[config.mk]
export PLATFORM = sky130hd
export DESIGN_NAME = acoll_pos_capture
export DESIGN_NICKNAME = d
export VERILOG_FILES = /design/src/rtl/acp_pkg.sv /design/src/rtl/acp_bit_counter.sv /design/src/rtl/acp_pos_capture.sv /design/src/rtl/acp_irq_status.sv /design/src/rtl/acoll_pos_capture.sv
export SDC_FILE = /design/constraint.sdc
export NUM_CORES = 1
export LEC_CHECK = 0
export BUFFER_PORTS_ARGS = -buffer_cell sky130_fd_sc_hd__buf_2
export CAP_MARGIN = 30
export CORE_MARGIN = 8
export CORE_UTILIZATION = 35
export CTS_CLUSTER_DIAMETER = 30
export DETAILED_ROUTE_END_ITERATION = 10
export PLACE_DENSITY = 0.56
export SLEW_MARGIN = 20
export SYNTH_ARGS = -nofsm -noshare
export SYNTH_HDL_FRONTEND = slang
export SYNTH_SLANG_ARGS = --single-unit
[constraint.sdc]
create_clock -name clk -period 1.5 [get_ports clk]
set_clock_uncertainty 0.05 [all_clocks]
set_input_delay 0.225 -clock clk [delete_from_list [all_inputs] [get_ports clk]]
set_output_delay 0.225 -clock clk [all_outputs]
set_load 0.05 [all_outputs]
[src/rtl/acp_pkg.sv]
package acp_pkg;
  typedef enum logic {
    PROTO_VICINITY = 1'b0,
    PROTO_TYPE_A   = 1'b1
  } acp_proto_e;
endpackage

[src/rtl/acp_bit_counter.sv]
module acp_bit_counter #(
  parameter int CNT_W = 10
) (
  input  logic             clk,
  input  logic             rst_n,
  input  logic             start_i,
  input  logic             take_i,
  output logic [CNT_W-1:0] count_o
);
  localparam logic [CNT_W-1:0] CNT_MAX = {CNT_W{1'b1}};

  always_ff @(posedge clk or negedge rst_n) begin
    if (!rst_n) begin
      count_o <= '0;
    end else if (start_i) begin
      count_o <= '0;
    end else if (take_i && count_o != CNT_MAX) begin
      count_o <= count_o + 1'b1;
    end
  end


  start_clears_chk: assert property (@(posedge clk) disable iff (!rst_n)
    start_i |=> count_o == '0);


  no_wrap_chk: assert property (@(posedge clk) disable iff (!rst_n)
    (count_o == CNT_MAX && !start_i) |=> count_o == CNT_MAX);


  idle_hold_chk: assert property (@(posedge clk) disable iff (!rst_n)
    (!take_i && !start_i) |=> $stable(count_o));
endmodule

[src/rtl/acp_pos_capture.sv]
module acp_pos_capture
  import acp_pkg::*;
#(
  parameter int CNT_W = 10
) (
  input  logic             clk,
  input  logic             rst_n,
  input  acp_proto_e       proto_i,
  input  logic             start_i,
  input  logic             hit_i,
  input  logic [CNT_W-1:0] count_i,
  output logic [CNT_W-1:0] pos_o
);
  logic locked_q;
  logic grab;

  assign grab = hit_i && !locked_q && (proto_i == PROTO_TYPE_A);

  always_ff @(posedge clk or negedge rst_n) begin
    if (!rst_n) begin
      pos_o    <= '0;
      locked_q <= 1'b0;
    end else if (start_i) begin
      pos_o    <= '0;
      locked_q <= 1'b0;
    end else if (grab) begin
      pos_o    <= count_i;
      locked_q <= 1'b1;
    end
  end


  first_only_chk: assert property (@(posedge clk) disable iff (!rst_n)
    (locked_q && !start_i) |=> $stable(pos_o));


  vicinity_hold_chk: assert property (@(posedge clk) disable iff (!rst_n)
    (proto_i == PROTO_VICINITY && !start_i) |=> $stable(pos_o));


  start_zero_chk: assert property (@(posedge clk) disable iff (!rst_n)
    start_i |=> (pos_o == '0 && !locked_q));
endmodule

[src/rtl/acp_irq_status.sv]
module acp_irq_status (
  input  logic clk,
  input  logic rst_n,
  input  logic hit_i,
  input  logic rd_i,
  output logic flag_o
);
  always_ff @(posedge clk or negedge rst_n) begin
    if (!rst_n) begin
      flag_o <= 1'b0;
    end else if (hit_i) begin
      flag_o <= 1'b1;
    end else if (rd_i) begin
      flag_o <= 1'b0;
    end
  end


  hit_sets_chk: assert property (@(posedge clk) disable iff (!rst_n)
    hit_i |=> flag_o);


  read_clears_chk: assert property (@(posedge clk) disable iff (!rst_n)
    (rd_i && !hit_i) |=> !flag_o);
endmodule

[src/rtl/acoll_pos_capture.sv]
module acoll_pos_capture
  import acp_pkg::*;
#(
  parameter int POS_W = 10,
  parameter int LO_W  = 8,
  parameter int REG_W = 8
) (
  input  logic                      clk,
  input  logic                      rst_n,
  input  logic                      proto_type_a,
  input  logic                      frame_on,
  input  logic                      rx_start,
  input  logic                      rx_bit_vld,
  input  logic                      rx_bit_coll,
  input  logic                      stat_rd,
  input  logic                      mask_wr,
  input  logic [REG_W-(POS_W-LO_W)-1:0] mask_wdata,
  output logic [LO_W-1:0]           pos_lo,
  output logic [REG_W-1:0]          pos_mask_reg,
  output logic                      coll_flag,
  output logic                      coll_irq
);
  localparam int HI_W   = POS_W - LO_W;
  localparam int MASK_W = REG_W - HI_W;

  logic [POS_W-1:0]  bit_cnt;
  logic [POS_W-1:0]  pos;
  logic [MASK_W-1:0] mask_q;
  logic              take;
  logic              hit;
  acp_proto_e        proto;

  assign proto = acp_proto_e'(proto_type_a);
  assign take  = rx_bit_vld && frame_on;
  assign hit   = take && rx_bit_coll && !rx_start;

  acp_bit_counter #(.CNT_W(POS_W)) u_cnt (
    .clk     (clk),
    .rst_n   (rst_n),
    .start_i (rx_start),
    .take_i  (take),
    .count_o (bit_cnt)
  );

  acp_pos_capture #(.CNT_W(POS_W)) u_cap (
    .clk     (clk),
    .rst_n   (rst_n),
    .proto_i (proto),
    .start_i (rx_start),
    .hit_i   (hit),
    .count_i (bit_cnt),
    .pos_o   (pos)
  );

  acp_irq_status u_stat (
    .clk    (clk),
    .rst_n  (rst_n),
    .hit_i  (hit),
    .rd_i   (stat_rd),
    .flag_o (coll_flag)
  );

  always_ff @(posedge clk or negedge rst_n) begin
    if (!rst_n) begin
      mask_q <= '0;
    end else if (mask_wr) begin
      mask_q <= mask_wdata;
    end
  end

  assign pos_lo       = pos[LO_W-1:0];
  assign pos_mask_reg = {pos[POS_W-1:LO_W], mask_q};
  assign coll_irq     = coll_flag;


  mask_keeps_pos_chk: assert property (@(posedge clk) disable iff (!rst_n)
    (mask_wr && !rx_start && !hit) |=> $stable(pos_mask_reg[REG_W-1:MASK_W]));


  read_keeps_pos_chk: assert property (@(posedge clk) disable iff (!rst_n)
    (stat_rd && !rx_start && !hit) |=> $stable(pos_lo));
endmodule

==> flow_summary.toml <==
[run_status]
status = "finished, violations left"
violations = "setup timing"

[power_and_ir_drop]
p_leak_nw = 0.7991
p_per_area_nw_per_um2 = 899.9
ir_worst_vdd_v = 0.0003414
intPower_w = 0.001201
p_comb_share_pct = 12.6
switching_power_w = 0.0003883
p_sw_share_pct = 24.43
clockPowerShare_pct = 37.6
seqPwrFrac_pct = 49.7

[timing]
final-setup-viol-count = 2
hold_violations = 0
slew-limit-headroom_pct = 58.70
worst-slew-pin-transition_ns = 0.6195
rsz0062_at_grt = "true"
max_freq_mhz = 661.8
slew_violations = 0
worst_slack_ns = -0.01104
finalCriticalPeriod_ns = 1.511
fin_crit_sh_pct = 100.7

[synth]
synthMuxAreaShare_pct = 10.56
ys_types = 35
synthAdderAreaFrac_pct = 0.9597
synth_top_area_share_pct = 53.74
netlist.top_cell.by_area = "dfrtp_1"
ys_top_cells_by_count = "28 x dfrtp_1, 16 x nor2_1, 8 x nand2_1"
yosysMostFrequentCell = "dfrtp_1"
synthTopCellsByArea = "dfrtp_1 54%, mux2i_1 5.4%, mux2_2 5.2%, nor2_1 4.6%, a211oi_1 2.3%"
synth-seq-area-share_pct = 53.74
synth_area_um2 = 1304
synth-edff-count = 0
ys.flop_type = "dfrtp_1"
ys_warn_count = 0
syn_avg_cell_area_um2 = 10.69
synth_top_family_by_area = "simple AND/OR/NAND/NOR gates"
synth_xor_area_share_pct = 1.344
synth_nets = 138
synth_seq_cells = 28
synthArstFlopShare_pct = 100.0
yosys.area_share.simple_pct = 20.06
synthCells = 122
synth_compound_area_share_pct = 9.789

[floorplan]
rows = 22
die-area_um2 = 5934
io_pins = 33
core_um2 = 3633
initial_core_util_pct = 35.88
fp.dieW_um = 77.03
die_y_um = 77.03

[final_layout]
final_nets = 188
final_area_um2 = 1767
final.fill_count = 349
area_growth_pct = 35.51
antenna_cells = 0
drive_above_1_share_pct = 43.27

[detailed_routing]
routed_wl_um = 3116
routedWlPerCell_um = 14.23
avgViaCountPerCell = 4.977
drt_iter0_markers = 58
drc = 0
dr.pass1.iters = 4
vias = 1090
detail-route-antenna-nets = 0

[placed_design]
dp_hpwl_um = 2299
placed_cell_area_um2 = 1633
port_buffers = 32
place_ws_ns = -0.07238
place.gp.congestion = 0.7854

[critical_path]
path_buf_inv = 0
path_class = "reg2reg"
end_kind = "flop"
critPathArrivalTime_ns = 1.68
crit_family = "simple AND/OR/NAND/NOR gates"
worstPathRequired_ns = 1.66
startpoint_type = "flop"
path_max_fanout = 4
worstPathCellList = "nand3_2 -> or2_4 -> or4_4 -> a21oi_2"
worst-r2r-setup-slack_ns = -0.01
slowest_stage = "or4_4"
slowest_delay_ns = 0.48

[clock_tree]
cts-root-buf = "clkbuf_8"
worstSkewPairLatency_ns = 0.28
cts_tree = "done"
cts_sinks = 28
clkTransAtPathRegs_ns = 0.10
cts_max_path_buffers = 2
htree_num_levels = 1
cts_buffers = 3

[grt]
antenna_found_initial = 0
grt_max_degree = 29
grt_pass1_wl_um = 5423
overflow = 0
track_usage_pct = 10.75
grt_pass1_vias = 1135

[worst_hold_path]
min_path_type = "in2reg"

[run]
max_cap_viol_count = 0
-- state kept, by name (all words and copies together) (netlist names) --
register,flops
u_cnt.count_o,10
u_cap.pos_o,10
u_stat.flag_o,1
mask_q,6
u_cap.locked_q,1
-- stage by stage --
stage | hold WS [ns] | power (W) | TNS, ns | utilization (%) | std cells
CTS | 0.08017 | 0.001613 | -0.03915 | 48.04 | 218
floorplan | -0.1206 | 0.0009247 | -0.005827 | - | 122
global route | 0.08293 | 0.001659 | -0.2766 | 48.62 | 219
finish | 0.08192 | 0.001590 | -0.01941 | 48.62 | 219
global placement | 0.2297 | 0.0009966 | -0.08725 | 44.94 | 212
detailed placement | 0.2355 | 0.001002 | -0.2242 | 44.94 | 212
-- layer usage --
layer	up-vias	GRT usage, %	routed length, um
met1	531	13.30	1364
met2	28	17.84	1511
met5	-	0	0
met4	0	3.962	46
met3	4	2.331	194
li1	527	-	-
-- final timing paths --
| check | startpoint | cells past startpoint | endpoint |
|---|---|---|---|
| max | u_cnt.count_o[0] | 4 | u_cnt.count_o[7] |
| min | stat_rd | 2 | u_stat.flag_o |
| max reg2reg | u_cnt.count_o[0] | 4 | u_cnt.count_o[7] |
| min reg2reg | mask_q[3] | 1 | mask_q[3] |
| max in group asynchronous | rst_n | 2 | u_cnt.count_o[1] |
| min in group asynchronous | rst_n | 2 | u_cap.pos_o[9] |
-- logic make-up after synthesis --
kind of cell / after synthesis
AND/OR/NAND/NOR: 48
flip-flops: 28
XOR/XNOR: 2
adder cells (fa/ha/maj): 1
AO/OA/AOI/OAI: 20
multiplexers: 13
buffers and inverters: 10
-- timing repair --
action / CTS / global route
hold buffers: 1 / 0
hold endpoints to repair: 28 / 0
buffers inserted: 1 / 1
resized for setup: 7 / 4
pin swaps: 0 / 8
setup endpoints to repair: 6 / 7
-- cells in the final DEF, fill, tap and decap left out, types with 3 or more instances in the layout --
master	netlist	final
a211oi_1	4	4
clkbuf_8	0	3
nor2_1	16	16
buf_2	0	32
nand3_1	4	4
mux2_2	6	6
buf_4	2	19
o21ai_1	3	3
nand2b_1	4	4
dfrtp_1	28	26
nand2_1	8	8
o31ai_1	3	3
mux2i_1	7	7
-- power groups by stage --
stage	combinational (W)	clock [W]	sequential (W)
after global routing	0.000216	0.000648	0.000795
after detailed placement	0.000197	0	0.000805
after floorplan	0.0000550	0	0.000870
after CTS	0.000200	0.000620	0.000792
final	0.000201	0.000598	0.000791
after global placement	0.000194	0	0.000803
-- final cells by class --
cell class,count,area (um2),area share [%]
Multi-Input combinational cell,84,591.8,33.50
Tap cell,48,60.06,3.399
Clock buffer,3,41.29,2.337
Timing Repair Buffer,53,332.8,18.84
Sequential cell,28,703.2,39.80
Inverter,2,7.507,0.4249
Clock inverter,1,30.03,1.700
-- worst reg2reg max path, cell delays in order (launching register included) --
cell	delay [ns]
dfrtp_2	0.41
nand3_2	0.09
or2_4	0.28
or4_4	0.48
a21oi_2	0.14
Power figures use the tool's default switching activity.
